$ cat src/rtl/alm_pkg.sv
package alm_pkg;
  localparam int N_FIELDS = 4;
  localparam int REG_W    = 8;

  // register selects; alarm fields are indices 0..N_FIELDS-1
  localparam logic [2:0] SEL_ASEC  = 3'd0;
  localparam logic [2:0] SEL_ADATE = 3'd3;
  localparam logic [2:0] SEL_CTRL  = 3'd4;
  localparam logic [2:0] SEL_FLAGS = 3'd5;

  // bit positions that software decodes
  localparam int B_MASK  = 7;
  localparam int B_WDOG  = 7;
  localparam int B_ALARM = 6;
  localparam int B_PFAIL = 5;
  localparam int B_CAL   = 4;
  localparam int B_POL   = 2;
  localparam int B_PULSE = 1;

  // one alarm field: ignored when its mask bit is set, else equal 7-bit BCD
  function automatic logic field_hit(input logic [REG_W-1:0] alarm,
                                     input logic [REG_W-1:0] now);
    return alarm[B_MASK] || ({1'b0, alarm[6:0]} == now);
  endfunction

  // event wins over clear so that nothing is lost
  function automatic logic [2:0] next_flags(input logic [2:0] cur,
                                            input logic       clr,
                                            input logic [2:0] evt);
    return (clr ? 3'b000 : cur) | evt;
  endfunction
endpackage

$ cat src/rtl/alarm_match.sv
module alarm_match
  import alm_pkg::*;
(
  input  logic [N_FIELDS-1:0][REG_W-1:0] alarm_regs,
  input  logic [N_FIELDS-1:0][REG_W-1:0] now,
  input  logic                           sec_tick,
  output logic                           hit
);
  logic [N_FIELDS-1:0] field_ok;

  for (genvar i = 0; i < N_FIELDS; i++) begin : g_field
    assign field_ok[i] = field_hit(alarm_regs[i], now[i]);
  end

  assign hit = sec_tick && (&field_ok);
endmodule

$ cat src/rtl/flag_bank.sv
module flag_bank (
  input  logic       clk,
  input  logic       rst_n,
  input  logic [2:0] evt,
  input  logic       clr,
  output logic [2:0] flags
);
  import alm_pkg::*;

  always_ff @(posedge clk or negedge rst_n) begin
    if (!rst_n) flags <= '0;
    else        flags <= next_flags(flags, clr, evt);
  end

  // a read with no new event leaves all flags clear
  a_r4_read_clears: assert property (@(posedge clk) disable iff (!rst_n)
    (clr && evt == 3'b000) |=> (flags == 3'b000));

  // every event that arrives shows up in the next cycle, read or not
  a_r5_event_kept: assert property (@(posedge clk) disable iff (!rst_n)
    (evt != 3'b000) |=> ((flags & $past(evt)) == $past(evt)));
endmodule

$ cat src/rtl/irq_shaper.sv
module irq_shaper #(
  parameter int PULSE_TICKS = 205
) (
  input  logic       clk,
  input  logic       rst_n,
  input  logic [2:0] flags,
  input  logic [2:0] en,
  input  logic [2:0] evt,
  input  logic       clr,
  input  logic       pulse_mode,
  input  logic       pol_high,
  input  logic       cal_mode,
  input  logic       slow_tick,
  output logic       active,
  output logic       irq_out,
  output logic       irq_oe
);
  localparam int CW = $clog2(PULSE_TICKS + 1);

  logic [CW-1:0] pulse_cnt;
  logic          wave;
  logic          start;
  logic          level_on;

  assign start    = pulse_mode && ((evt & en) != 3'b000);
  assign level_on = (flags & en) != 3'b000;

  always_ff @(posedge clk or negedge rst_n) begin
    if (!rst_n)                          pulse_cnt <= '0;
    else if (!pulse_mode)                pulse_cnt <= '0;
    else if (start)                      pulse_cnt <= CW'(PULSE_TICKS);
    else if (clr)                        pulse_cnt <= '0;
    else if (slow_tick && pulse_cnt != 0) pulse_cnt <= pulse_cnt - 1'b1;
  end

  always_ff @(posedge clk or negedge rst_n) begin
    if (!rst_n)         wave <= 1'b0;
    else if (!cal_mode) wave <= 1'b0;
    else if (slow_tick) wave <= ~wave;
  end

  assign active = pulse_mode ? (pulse_cnt != 0) : level_on;

  always_comb begin
    if (cal_mode) begin
      irq_oe  = 1'b1;
      irq_out = wave;
    end else if (pol_high) begin
      irq_oe  = 1'b1;
      irq_out = active;
    end else begin
      irq_oe  = active;
      irq_out = 1'b0;
    end
  end

  // a flags read with no fresh enabled event ends the pulse
  a_r9_pulse_cut: assert property (@(posedge clk) disable iff (!rst_n)
    (pulse_mode && clr && (evt & en) == 3'b000) |=> (pulse_cnt == 0));

  // the open-drain form never drives the pin high
  a_r7_open_drain_low: assert property (@(posedge clk) disable iff (!rst_n)
    (!cal_mode && !pol_high) |-> !irq_out);

  // the square wave flips on each slow strobe
  a_r10_cal_toggle: assert property (@(posedge clk) disable iff (!rst_n)
    (cal_mode && $past(cal_mode) && $past(slow_tick)) |-> (irq_out != $past(irq_out)));
endmodule

$ cat src/rtl/rtc_alarm_irq.sv
module rtc_alarm_irq
  import alm_pkg::*;
#(
  parameter int PULSE_TICKS = 205
) (
  input  logic             clk,
  input  logic             rst_n,
  input  logic [REG_W-1:0] cur_sec,
  input  logic [REG_W-1:0] cur_min,
  input  logic [REG_W-1:0] cur_hour,
  input  logic [REG_W-1:0] cur_date,
  input  logic             sec_tick,
  input  logic             wdog_expire,
  input  logic             pwr_fail,
  input  logic             slow_tick,
  input  logic [2:0]       reg_sel,
  input  logic             reg_wr,
  input  logic             reg_rd,
  input  logic [REG_W-1:0] reg_wdata,
  output logic [REG_W-1:0] reg_rdata,
  output logic             irq_out,
  output logic             irq_oe
);
  logic [N_FIELDS-1:0][REG_W-1:0] alarm_q;
  logic [N_FIELDS-1:0][REG_W-1:0] now;
  logic [2:0] en_q;
  logic       pol_q, pulse_q, cal_q;
  logic [2:0] flags_q;
  logic [2:0] evt;
  logic       alarm_hit;
  logic       flags_clr;
  logic       irq_active;

  assign now       = {cur_date, cur_hour, cur_min, cur_sec};
  assign flags_clr = reg_rd && (reg_sel == SEL_FLAGS);
  assign evt       = {wdog_expire, alarm_hit, pwr_fail};

  always_ff @(posedge clk or negedge rst_n) begin
    if (!rst_n) begin
      alarm_q <= '0;
      en_q    <= '0;
      pol_q   <= 1'b0;
      pulse_q <= 1'b0;
      cal_q   <= 1'b0;
    end else if (reg_wr) begin
      for (int i = 0; i < N_FIELDS; i++)
        if (reg_sel == 3'(i)) alarm_q[i] <= reg_wdata;
      if (reg_sel == SEL_CTRL) begin
        en_q    <= reg_wdata[B_WDOG:B_PFAIL];
        pol_q   <= reg_wdata[B_POL];
        pulse_q <= reg_wdata[B_PULSE];
      end
      if (reg_sel == SEL_FLAGS) cal_q <= reg_wdata[B_CAL];
    end
  end

  always_comb begin
    reg_rdata = '0;
    if (reg_sel <= SEL_ADATE)      reg_rdata = alarm_q[reg_sel[1:0]];
    else if (reg_sel == SEL_CTRL)  reg_rdata = {en_q, 2'b00, pol_q, pulse_q, 1'b0};
    else if (reg_sel == SEL_FLAGS) reg_rdata = {flags_q, cal_q, 4'b0000};
  end

  alarm_match u_match (
    .alarm_regs (alarm_q),
    .now        (now),
    .sec_tick   (sec_tick),
    .hit        (alarm_hit)
  );

  flag_bank u_flags (
    .clk   (clk),
    .rst_n (rst_n),
    .evt   (evt),
    .clr   (flags_clr),
    .flags (flags_q)
  );

  irq_shaper #(.PULSE_TICKS(PULSE_TICKS)) u_irq (
    .clk        (clk),
    .rst_n      (rst_n),
    .flags      (flags_q),
    .en         (en_q),
    .evt        (evt),
    .clr        (flags_clr),
    .pulse_mode (pulse_q),
    .pol_high   (pol_q),
    .cal_mode   (cal_q),
    .slow_tick  (slow_tick),
    .active     (irq_active),
    .irq_out    (irq_out),
    .irq_oe     (irq_oe)
  );

  // the alarm flag cannot rise without the one-second strobe
  a_r3_tick_only: assert property (@(posedge clk) disable iff (!rst_n)
    !sec_tick |=> !$rose(flags_q[1]));

  // with every source disabled, level mode never goes active
  a_r6_disabled_quiet: assert property (@(posedge clk) disable iff (!rst_n)
    (en_q == 3'b000 && !pulse_q) |-> !irq_active);
endmodule

$ cat config.mk
export PLATFORM = sky130hd
export DESIGN_NAME = rtc_alarm_irq
export DESIGN_NICKNAME = d
export VERILOG_FILES = /design/src/rtl/alm_pkg.sv /design/src/rtl/alarm_match.sv /design/src/rtl/flag_bank.sv /design/src/rtl/irq_shaper.sv /design/src/rtl/rtc_alarm_irq.sv
export SDC_FILE = /design/constraint.sdc
export NUM_CORES = 1
export LEC_CHECK = 0
export ABC_AREA = 0
export BUFFER_PORTS_ARGS = -buffer_cell sky130_fd_sc_hd__buf_2
export CELL_PAD_IN_SITES_DETAIL_PLACEMENT = 1
export CELL_PAD_IN_SITES_GLOBAL_PLACEMENT = 2
export CORE_MARGIN = 3
export CORE_UTILIZATION = 39
export CTS_CLUSTER_SIZE = 28
export DETAILED_ROUTE_END_ITERATION = 8
export GPL_TIMING_DRIVEN = 1
export PLACE_DENSITY = 0.88
export REMOVE_ABC_BUFFERS = 1
export SLEW_MARGIN = 20
export SYNTH_ARGS = -nofsm -noshare
export SYNTH_HDL_FRONTEND = slang
export SYNTH_HIERARCHICAL = 1
export SYNTH_SLANG_ARGS = --single-unit
$ cat constraint.sdc
create_clock -name clk -period 4.55 [get_ports clk]
set_input_delay 0.455 -clock clk [delete_from_list [all_inputs] [get_ports clk]]
set_output_delay 0.455 -clock clk [all_outputs]
set_load 0.02 [all_outputs]
# After elaboration in Yosys (flattened, before gate mapping)
# Index checks and enable logic that the tools add are counted.
# word_totals
register_bits	50
latchBits	0
ramBits	0
mem_bits_ro	0
in_bits	51
n_memories	0
# classes
add_sub_neg	1
n_mul	0
n_div	0
n_lt_le_gt_ge	2
n_eq_ne	11
shift	0
n_mux	17
bitwise	4
n_reduce_logical	19
# op_table
operator	n
8-bit 2-to-1 mux	8
7-bit by 8-bit equality test with 1-bit output	4
8-bit binary-select mux with 2-bit select	1
2-bit AND reduction	6
8-bit nonzero test	1
8-bit by 1-bit subtractor with 8-bit output, second input constant	1
1-bit 2-to-1 mux	7
3-bit AND	2
3-bit by 2-bit equality test with 1-bit output, second input constant	2
3-bit equality test, second input constant	2
3-bit nonzero test	2
1-bit logical AND	4
1-bit logical OR	4
4-bit by 1-bit != test with 1-bit output, second input constant	1
4-bit AND reduction	1
3-bit by 1-bit equality test with 1-bit output, second input constant	1
3-bit by 2-bit less-or-equal comparator with 1-bit output, second input constant	1
3-bit logical NOT	1
2-bit by 3-bit less-than comparator with 1-bit output, second input constant	1
3-bit 2-to-1 mux	1
3-bit bitwise OR	1
2-bit != test, second input constant	1
1-bit NOT	1

# Logic depth before layout (Yosys ltp)
# logic_depth
word_depth	9
mapped_depth	7
mapped_depth_nobuf	7

# Cells and area by module
# The synthesis kept the hierarchy.
# by_module_without_submodules
mod	n_inst	cells_per_inst	area_each_um2	seq_area_each_um2
rtc_alarm_irq	1	126	1855.5	950.9
irq_shaper	1	66	643.1	225.2
alarm_match	1	42	336.6	0.0
flag_bank	1	7	101.3	75.1

# Least setup slack after synthesis
# No wires, ideal clock.
# synth_timing
kind	register to output
startpoint	reg u_irq.pulse_cnt[0]
endpoint	out irq_out
arrival_ns	1.722
required_time_ns	4.095
path_slack_ns	2.373
path_stages_with_launch	6
path_buffers	0
cell_sequence	dfrtp_1 > inv_1 > ha_1 > or3b_2 > nor3_1 > o41ai_1
# synth_via
elab_chain_len	4
# synth_lines
item	line_no	source
from (decl)	irq_shaper.sv:20	logic [CW-1:0] pulse_cnt;
from (signal assigned)	irq_shaper.sv:31	else if (start) pulse_cnt <= CW'(PULSE_TICKS);
from (signal assigned)	irq_shaper.sv:33	else if (slow_tick && pulse_cnt != 0) pulse_cnt <= pulse_cnt - 1'b1;
8-bit nonzero test	irq_shaper.sv:42	assign active = pulse_mode ? (pulse_cnt != 0) : level_on;
1-bit 2-to-1 mux	irq_shaper.sv:42	
1-bit 2-to-1 mux	irq_shaper.sv:48	end else if (pol_high) begin
1-bit 2-to-1 mux	irq_shaper.sv:45	if (cal_mode) begin
to (decl)	rtc_alarm_irq.sv:21	output logic irq_out,
# No other way between the ends.

# Worst setup path after layout
# layout_timing
startpoint	reg u_irq.pulse_cnt[0]
endpoint	out irq_oe
# layout_via
elab_chain_len	4
# layout_lines
item	line_no	source
8-bit nonzero test	irq_shaper.sv:42	
1-bit 2-to-1 mux	irq_shaper.sv:42	
1-bit 2-to-1 mux	irq_shaper.sv:48	
1-bit 2-to-1 mux	irq_shaper.sv:45	
to (decl)	rtc_alarm_irq.sv:22	output logic irq_oe
# No other way between the ends.

==> out/results.tsv <==
stage	metric	value	unit
placement	routabilityCongestion	0.806	
drt	dr.pass1.iters	4	
power	leakage	1.52	nW
worst_setup_path	critPathCaptureType	primary output	
clocking	cts_tree	built	
timing	skew	11.6	ps
floorplanning	initial_core_util	41.6	%
final_layout	synthToLayoutAreaGrowth	16.5	%
timing	worst_pin_slew	863	ps
timing	hold_viol_final	0	
clocking	clk_pin_slew	100	ps
global_route	track_usage	19.1	%
power	p_per_area	429	nW/um2
timing	post-route-min-period	2530	ps
synthesis	ys_warn_count	6	
timing	finalSetupViolCount	0	
clocking	cts_hold_buf	0	
drt	via_count	2157	
clocking	cts_root_buf	clkbuf_8	
floorplanning	die_h	92.7	um
global_route	first_global_vias	2337	
floorplanning	io_pins	61	
clocking	cts.sinks	50	
global_route	grt_pass1_wl	12.5	mm
synthesis	netlist_instances	240	
status	status	finished, final reports clean	
final_layout	final_common_cell	buf_2	
drt	drc_errors	0	
final_layout	antennaDiodeCount	0	
drt	routed_wl	7.81	mm
synthesis	netlist_area	2930	um2
timing	rsz0062_at_grt	false	
clocking	cts_setup_buffers	0	
final_layout	nNetsFinal	353	
clocking	clk_latency	310	ps
floorplanning	core	7060	um2
power	power.total	1.46	mW
final_layout	drive_gt1_share	41.7	%
final_layout	final_cell_mix	60 x buf_2, 50 x dfrtp_1, 43 x mux2_2	
worst_setup_path	critPathKind	reg -> out	
worst_setup_path	critPathArrivalTime	2080	ps
drt	drtIter0Drc	77	
floorplanning	rows	30	
drt	drtAntennaViolNets	0	
placement	dp_hpwl	5.99	mm
placement	port_buffers	60	
global_route	grt_overflow_total	0	
drt	wire_per_inst	19.6	um
clocking	htreeDepth	2	
timing	finalMaxSlewViolations	0	
power	ir_drop	0.000187	V
clocking	cts_buffers	5	
global_route	grt_antenna_before_repair	0	
drt	post_drt_via_cell_ratio	5.42	
job	drv_cap	0	
floorplanning	die_area	8600	um2
worst_setup_path	cp_max_fo	5	
timing	setup_tns	0	ps
worst_setup_path	required	4090	ps
timing	fin_crit_sh	55.7	%
synthesis	postSynthAreaPerCell	12.2	um2
timing	slew_headroom	41.9	%
clocking	cts_buffer_depth	2	
floorplanning	fp.dieW	92.7	um
timing	max_freq	395	MHz
clocking	cts_resized	0	
worst_setup_path	start_kind	flop	
global_route	grt_max_degree	51	
worst_hold_path	min_path_type	in -> async	
-- layer usage --
layer / part of all wire [%] / wire length, um / vias to the layer above / GRT usage (%)
met2: 47 / 3690 / 37 / 30.0
li1: - / - / 1033 / -
met3: 3.0 / 234 / 6 / 3.74
met1: 49 / 3810 / 1081 / 27.4
met4: 0.92 / 72 / 0 / 4.40
met5: 0 / 0 / - / 0
-- worst paths after layout --
path                                    startpoint                  to  slack [ps]  depth (start not counted)
worst max-delay path            u_irq/pulse_cnt[0]              irq_oe        2020                          6
worst min-delay path                         rst_n         alarm_q[16]         230                          2
worst max register to register         alarm_q[20]  u_irq/pulse_cnt[7]        2120                          7
worst min register to register    u_flags/flags[2]    u_flags/flags[2]         540                          1
max in group asynchronous                    rst_n             en_q[2]        3880                          2
min in group clk                       wdog_expire    u_flags/flags[2]         370                          2
-- flip-flops by register name, indices dropped and copies added (netlist names) --
name             flops
u_irq/pulse_cnt      8
u_irq/wave           1
alarm_q             32
cal_q                1
u_flags/flags        3
en_q                 3
pol_q                1
pulse_q              1
-- where the power goes --
| part | internal, mW | total, mW | switching, mW | leakage, nW |
|---|---|---|---|---|
| clock network | 0.164 | 0.315 | 0.151 | 0.0514 |
| logic | 0.238 | 0.487 | 0.250 | 0.867 |
| registers | 0.548 | 0.662 | 0.115 | 0.606 |
| total | 0.950 | 1.46 | 0.515 | 1.52 |
-- stage by stage --
step / worst slack, ps / std cells / cell area [um2] / hold slack [ps] / util (%)
4_1_cts: 2010 / 398 / 3420 / 265 / 48.4
5_1_grt: 1840 / 398 / 3420 / 289 / 48.4
6_report: 2020 / 398 / 3420 / 232 / 48.4
2_1_floorplan: 2380 / 233 / 2880 / 159 / -
3_5_place_dp: 1980 / 390 / 3310 / 525 / 46.8
3_3_place_gp: 2150 / 390 / 3310 / 499 / 46.8
-- critical path: stages, from the launching register on --
cell     delay (ps)
dfrtp_1         410
inv_1            90
ha_1            220
or3b_2          530
nor3_1          240
o21ai_1         110
buf_2           170
-- area by class of cell --
type                    instances  area (um2)
fillers                       803        3640
multi-input cells             178        1610
flip-flops and latches         50        1250
repair buffers                 61         308
well taps                      96         120
clock buffers                   6        72.6
clock inverters                 2        37.5
inverters                       5        18.8
Power figures use the tool's default switching activity.
